`config.mk`:
```
export PLATFORM = sky130hd
export DESIGN_NAME = sxy_route_unit
export DESIGN_NICKNAME = d
export VERILOG_FILES = /design/src/rtl/sxy_pkg.sv /design/src/rtl/sxy_route_calc.sv /design/src/rtl/sxy_hold_reg.sv /design/src/rtl/sxy_route_unit.sv
export SDC_FILE = /design/constraint.sdc
export NUM_CORES = 1
export LEC_CHECK = 0
export BUFFER_PORTS_ARGS = -buffer_cell sky130_fd_sc_hd__buf_2
export CAP_MARGIN = 20
export CORE_MARGIN = 2
export CORE_UTILIZATION = 36
export CTS_CLUSTER_DIAMETER = 100
export DETAILED_ROUTE_END_ITERATION = 8
export GPL_TIMING_DRIVEN = 0
export SYNTH_ARGS = -nofsm -noshare
export SYNTH_HDL_FRONTEND = slang
export SYNTH_HIERARCHICAL = 1
export SYNTH_SLANG_ARGS = --single-unit
```
`constraint.sdc`:
```
create_clock -name clk -period 0.9 [get_ports clk]
set_input_delay 0 -clock clk [delete_from_list [all_inputs] [get_ports clk]]
set_output_delay 0 -clock clk [all_outputs]
set_load 0.005 [all_outputs]
```
`src/rtl/sxy_pkg.sv`:
```
package sxy_pkg;
  localparam logic [2:0] PORT_LOCAL = 3'd0;
  localparam logic [2:0] PORT_N     = 3'd1;
  localparam logic [2:0] PORT_E     = 3'd2;
  localparam logic [2:0] PORT_S     = 3'd3;
  localparam logic [2:0] PORT_W     = 3'd4;
  localparam logic [2:0] PORT_NONE  = 3'd7;

  localparam logic [1:0] TAG_PLAIN = 2'b00;
  localparam logic [1:0] TAG_HORZ  = 2'b01;
  localparam logic [1:0] TAG_VERT  = 2'b10;

  typedef struct packed {
    logic       stall;
    logic [1:0] tag;
    logic [2:0] port;
  } route_res_t;
endpackage

```
`src/rtl/sxy_route_calc.sv`:
```
module sxy_route_calc
  import sxy_pkg::*;
#(
  parameter int MESH_COLS = 4,
  parameter int MESH_ROWS = 4,
  parameter int XW = $clog2(MESH_COLS),
  parameter int YW = $clog2(MESH_ROWS)
) (
  input  logic [XW-1:0] cx,
  input  logic [YW-1:0] cy,
  input  logic [XW-1:0] dx,
  input  logic [YW-1:0] dy,
  input  logic [1:0]    tag_i,
  input  logic [2:0]    from_i,
  input  logic [3:0]    live_i,
  output route_res_t    res_o
);
  localparam logic [XW-1:0] LAST_COL = XW'(MESH_COLS - 1);
  localparam logic [YW-1:0] LAST_ROW = YW'(MESH_ROWS - 1);

  logic       marked;
  logic [4:1] usable;

  assign marked = (tag_i != TAG_PLAIN);

  // a direction is usable when live, inside the mesh and not a return hop
  always_comb begin
    usable[1] = live_i[0] && (cy != '0);
    usable[2] = live_i[1] && (cx != LAST_COL);
    usable[3] = live_i[2] && (cy != LAST_ROW);
    usable[4] = live_i[3] && (cx != '0);
    for (int d = 1; d <= 4; d++) begin
      if (marked && (from_i == 3'(d))) usable[d] = 1'b0;
    end
  end

  logic [2:0] pref_x, pref_y, side_a, side_b;

  always_comb begin
    pref_x = (dx > cx) ? PORT_E : PORT_W;
    pref_y = (dy > cy) ? PORT_S : PORT_N;
    side_a = (dy <= cy) ? PORT_N : PORT_S;
    side_b = (dy <= cy) ? PORT_S : PORT_N;
  end

  always_comb begin
    res_o.stall = 1'b0;
    res_o.tag   = TAG_PLAIN;
    res_o.port  = PORT_LOCAL;
    if (dx == cx && dy == cy) begin
      res_o.port = PORT_LOCAL;
    end else if (dx != cx) begin
      if (usable[pref_x])      res_o.port = pref_x;
      else if (usable[side_a]) begin res_o.port = side_a; res_o.tag = TAG_HORZ; end
      else if (usable[side_b]) begin res_o.port = side_b; res_o.tag = TAG_HORZ; end
      else begin res_o.port = PORT_NONE; res_o.stall = 1'b1; res_o.tag = tag_i; end
    end else begin
      if (usable[pref_y])      res_o.port = pref_y;
      else if (usable[PORT_E]) begin res_o.port = PORT_E; res_o.tag = TAG_VERT; end
      else if (usable[PORT_W]) begin res_o.port = PORT_W; res_o.tag = TAG_VERT; end
      else begin res_o.port = PORT_NONE; res_o.stall = 1'b1; res_o.tag = tag_i; end
    end
  end
endmodule

```
`src/rtl/sxy_hold_reg.sv`:
```
module sxy_hold_reg #(
  parameter int W = 6
) (
  input  logic         clk,
  input  logic         rst_n,
  input  logic         in_valid,
  output logic         in_ready,
  input  logic [W-1:0] in_data,
  output logic         out_valid,
  input  logic         out_ready,
  output logic [W-1:0] out_data
);
  assign in_ready = !out_valid || out_ready;

  always_ff @(posedge clk or negedge rst_n) begin
    if (!rst_n) begin
      out_valid <= 1'b0;
      out_data  <= '0;
    end else if (in_ready) begin
      out_valid <= in_valid;
      if (in_valid) out_data <= in_data;
    end
  end

  AST_HOLD_UNDER_BP: assert property (@(posedge clk) disable iff (!rst_n)
    out_valid && !out_ready |=> out_valid && $stable(out_data));
  AST_ACCEPT_SHOWS: assert property (@(posedge clk) disable iff (!rst_n)
    in_valid && in_ready |=> out_valid);
endmodule

```
`src/rtl/sxy_route_unit.sv`:
```
module sxy_route_unit
  import sxy_pkg::*;
#(
  parameter int MESH_COLS = 4,
  parameter int MESH_ROWS = 4,
  parameter int XW = $clog2(MESH_COLS),
  parameter int YW = $clog2(MESH_ROWS)
) (
  input  logic          clk,
  input  logic          rst_n,
  input  logic          hdr_valid,
  output logic          hdr_ready,
  input  logic [XW-1:0] here_x,
  input  logic [YW-1:0] here_y,
  input  logic [XW-1:0] dest_x,
  input  logic [YW-1:0] dest_y,
  input  logic [1:0]    tag_in,
  input  logic [2:0]    from_port,
  input  logic [3:0]    nbr_live,
  output logic          res_valid,
  input  logic          res_ready,
  output logic [2:0]    res_port,
  output logic [1:0]    res_tag,
  output logic          res_stall
);
  localparam int RW = $bits(route_res_t);

  route_res_t calc_res, held_res;

  sxy_route_calc #(
    .MESH_COLS(MESH_COLS), .MESH_ROWS(MESH_ROWS), .XW(XW), .YW(YW)
  ) u_calc (
    .cx(here_x), .cy(here_y), .dx(dest_x), .dy(dest_y),
    .tag_i(tag_in), .from_i(from_port), .live_i(nbr_live),
    .res_o(calc_res)
  );

  logic [RW-1:0] held_bits;

  sxy_hold_reg #(.W(RW)) u_hold (
    .clk(clk), .rst_n(rst_n),
    .in_valid(hdr_valid), .in_ready(hdr_ready), .in_data(calc_res),
    .out_valid(res_valid), .out_ready(res_ready), .out_data(held_bits)
  );

  assign held_res  = route_res_t'(held_bits);
  assign res_port  = held_res.port;
  assign res_tag   = held_res.tag;
  assign res_stall = held_res.stall;

  AST_STALL_NO_PORT: assert property (@(posedge clk) disable iff (!rst_n)
    res_valid && res_stall |-> res_port == PORT_NONE);
  AST_NO_BOUNCE: assert property (@(posedge clk) disable iff (!rst_n)
    hdr_valid && hdr_ready && tag_in != TAG_PLAIN |=> res_port != $past(from_port));
  AST_LOCAL_CLEAN: assert property (@(posedge clk) disable iff (!rst_n)
    res_valid && res_port == PORT_LOCAL |-> res_tag == TAG_PLAIN);
  AST_BLOCK_WHEN_FULL: assert property (@(posedge clk) disable iff (!rst_n)
    res_valid && !res_ready |-> !hdr_ready);
endmodule

```
Word-level counts from Yosys, hierarchy flattened
Cells that the tools add are included.
Storage, ports and cells
  output and inout bits: 8
  input bits: 21
  register bits after elaboration: 7
Cells by class
  equality and inequality tests: 9
  reduce and logical (&&, ||, !) cells: 15
  order comparisons: 7
  muxes and demuxes: 31
Operator list (count)
  $mux W3: 7
  $mux W5: 4
  $lt A3 B4 Y1 const B: 4
  $bmux W1 S3: 4
  $mux W1: 12
  $logic_and A1 B1 Y1: 9
  $eq A3 B2 Y1 const B: 2
  $mux W2: 3
  $mux W6: 1
  $reduce_bool A2 Y1: 3
  $eq A2 B2 Y1: 2
  $gt A2 B2 Y1: 2
  $ne A2 B2 Y1 const B: 2
  $eq A3 B1 Y1 const B: 1
  $eq A3 B3 Y1 const B: 1
  $le A2 B2 Y1: 1
  $ne A2 B2 Y1: 1
  $reduce_and A2 Y1: 1
  $logic_not A1 Y1: 1
  $logic_or A1 B1 Y1: 1

Longest topological paths before layout
  depth after elaboration: 10
  gate-level depth with buffers: 8
  gate-level depth less buffers: 8

By module
The synthesis kept the hierarchy.
Modules (own cells, without submodules)
  sxy_route_calc: instances 1, area an instance 467.9 µm², sequential area each 0.0 µm², cells each 71
  sxy_hold_reg: instances 1, area an instance 297.8 µm², sequential area each 175.2 µm², cells each 16

Worst setup path before layout
Ideal clock, no wire load.
  path type: input -> register
  start: input port here_y[1]
  end: register u_hold.out_data[4]
  path buffers: 0
  arrival: 1.488 ns
  path slack: -0.713 ns
  required time: 0.775 ns
  library setup time: 0.125 ns
  stages on the path: 8
  cell sequence: inv_1 -> ha_1 -> nor2b_1 -> o21a_1 -> o41ai_1 -> nor4bb_1 -> o22ai_1 -> mux2_4
RTL lines
  start: declaration: line sxy_route_unit.sv:14  | input logic [YW-1:0] here_y,
  end signal: assignment: line sxy_hold_reg.sv:21  | if (in_valid) out_data <= in_data;
  end: declaration: line sxy_hold_reg.sv:11  | output logic [W-1:0] out_data

==> results.md <==
* Crit path largest cell delay at about 0.27 ns
* Max-slew headroom at the worst pin at 79.6%
* Post-synth ARST share at 100%
* MaxCap Viol Count at 0
* Clock skew at 0.00375 ns
* Die Wd at 50.1 um
* Mux contribution to synthesized area at 11.8%
* Final Slew Violations at 0
* Final Setup Violations at 6
* Commonest non-fill, non-tap cell in the layout: buf_2
* Synth area leader: dfrtp_1
* Fraction of layout cells with a size suffix above 1 at around three fifths
* Syn_area_per_cell at 8.80 um^2
* P_leak at 0.590 nW
* Worst-path cell chain: buf_8 -> inv_4 -> ha_4 -> nor2b_4 -> o21a_1 -> buf_4 -> buf_6 -> and2_4 -> o221ai_4 -> a22oi_2 -> mux2_4
* Reg area at 175 um^2
* Row count at 16
* Worst Tran Pin Value at 0.303 ns
* Global-route wire length before repair at 3150 um
* Min Tclk post-route at roughly 1.4 ns
* Vias per cell at 5.27
* Multi-input gate area at 711 um^2
* Primary FF master, synth: dfrtp_1
* Main combinational cell family by area after synthesis: compound AO/OA/AOI/OAI gates
* Synth cell types at 40
* R2R Setup Slk at -0.11 ns
* Top Family by Delay on Critical Path: buffers and inverters
* Post-route ant nets at 0
* Post-synthesis xor/xnor area fraction at 0%
* DRC at 0
* Drt wl/cell at 12.2 um
* Hold Crit Class: in -> async
* Reg2Reg Depth at 3
* DP HPWL at 1470 um
* CP Capture Type: register
* Worst setup margin at -0.549 ns
* Syn_nets at 112
* Core Area at 0.00198 mm^2
* CTS buffer count at 3
* Failing checks: setup timing
* Sink Count at 7
* EDFF count, synth at 0
* PD cells at 1210 mW/mm^2
* Worst setup SP type: input pin
* Hold Slack at between 0.1 and 0.15 ns
* Syn Inst Count at between 80 and 90
* Port bufs at 28
* # IOs at 29
* Pre-Repair DR Iteration Count at 3
* Filler cells at about 180
* Critical Path Stages at 11
* Synth Register Bits at 7
* RSZ-0062 raised after global routing: yes
* Tcrit/Tclk final at 161%
* FMAX at 0.690 GHz
* Largest net degree at the start of global routing at 11
* Post-synthesis compound-gate area fraction at ~30%
* Mapped cell area at 766 um^2
* Synth Area in Adders at under 10%
* Worst Path Arrival at 1.57 ns
* Most frequent cells in the layout: 23 x buf_2, 13 x buf_4, 7 x dfrtp_1, 6 x mux2_4, 5 x nor2_1
* Area share of the largest cell type after synthesis at 22.9%
* H-tree Lvls at 1
* VDD IR max at just under 700 uV
* Vias at ~850
* Maximum fanout along the worst path at 6
* Initial Util at slightly below 40%
* Global route overflow at 0
* Fin nets at 160
* CP Buf/Inv Count at 4
* Die extent in y at roughly 50 um
* Tot GR Track Use at 15.8%
* CTS clk-pin slew, worst paths at around 0.05 ns
* Final Hold Vio Count at 0
* Status: finished, violations left
* CTS tree: done
* Simple-gate share of the synthesized area at approximately a quarter
* CP Data Required Time at 1.03 ns
* Clock root cell: clkbuf_4
* DRT iter0 DRCs at 10
* Crit-path slowest cell: mux2_4
* RePlAce Congestion at 0.737
* Cell Count Post-Placement at 142
* Final wirelength at 1960 um
* Full die area at 0.00251 mm^2
* Initial antenna violation count at 0
* Crit Path Category: in -> reg
* Yosys warns at 6
* Synth area leaders: dfrtp_1 23%, mux2_4 12%, ha_1 6.5%, nor2_1 3.4%, a31oi_1 3.3%
* Skew-Pair Late Insertion Delay at 0.24 ns
* CTS Buffer Depth at 2
* Ant. Diodes at 0
* Area Growth Syn to Fin at 66.8%
* Final Non-Filler Cells at 161
* Seq/Total Area, Yosys at 22.9%
* Vias in the first global route at 815
-- worst reg2reg max path: stages (launching register included) --
cell      delay (ns)
dfrtp_1         0.40
nand2b_4        0.09
nand2_4         0.09
mux2_4          0.31
-- path summary, 6_finish.rpt --
path	start	to
min in group clk	tag_in[0]	u_hold/out_data[3]
worst min-delay path	rst_n	u_hold/out_valid
worst max-delay path	here_y[1]	u_hold/out_data[1]
worst max register to register	u_hold/out_valid	u_hold/out_data[5]
max in group asynchronous	rst_n	u_hold/out_data[4]
worst min register to register	u_hold/out_data[0]	u_hold/out_data[0]
-- cell families (layout without fill, tap and decap cells) --
logic type,Yosys count,count (layout)
and+or+nand+nor,33,33
AOI/OAI and AO/OA,31,31
DFF,7,7
muxes,6,6
buffers and inverters,6,53
adders and majority gates,4,4
-- per-layer routing --
metal | global-route usage [%] | part of all wire [%] | up-vias
met5 | 0 | 0 | -
met4 | 4.17 | 0 | 0
met3 | 0.909 | 3.9 | 0
met2 | 30.7 | 55 | 20
met1 | 18.0 | 41 | 401
li1 | - | - | 428
-- cells in the mapped netlist, drive strengths merged, types with 2 or more instances --
cell type / count
a211oi: 2
a21oi: 2
a31oi: 4
and2: 3
dfrtp: 7
ha: 4
inv: 5
mux2: 6
nand2: 7
nand3: 2
nand4: 2
nor2: 7
nor2b: 3
o211ai: 3
o21ai: 5
o221ai: 2
or2: 2
or2b: 2
-- final cells by class --
type / count / share of cell area [%]
Buffer: 1 / 0.588
Inverter: 5 / 1.86
Timing Repair Buffer: 43 / 23.5
Tap cell: 27 / 2.64
Multi-Input combinational cell: 74 / 55.6
Clock buffer: 4 / 2.06
Sequential cell: 7 / 13.7
-- registers in the layout (all words and copies together) (netlist names) --
register          cells
u_hold/out_data       6
u_hold/out_valid      1
-- report_power, final --
group          switching (mW)  leakage (nW)  internal [mW]  total, mW
combinational           0.354         0.492          0.495      0.850
clock                  0.0974        0.0150          0.168      0.265
sequential             0.0385        0.0828          0.391      0.429
-- metrics by stage --
stage	total power, mW	utilization [%]	area [um^2]	setup TNS [ns]	setup WS (ns)
2_1_floorplan	0.887	-	827	-3.01	-0.613
4_1_cts	1.50	61.2	1210	-2.68	-0.506
5_1_grt	1.66	64.5	1280	-3.24	-0.619
3_3_place_gp	1.09	50.5	1000	-4.54	-0.954
3_5_place_dp	1.10	50.5	1000	-4.58	-0.948
6_report	1.54	64.5	1280	-2.84	-0.549
-- what timing repair did --
item                                   4_1_cts  5_1_grt
hold buffers                                 2        0
setup endpoints to repair                    6        6
setup buffers                               11        2
resized for setup                           18       14
pin swaps                                   12        5
endpoints found under the hold margin        8        0
Power figures use the tool's default switching activity.
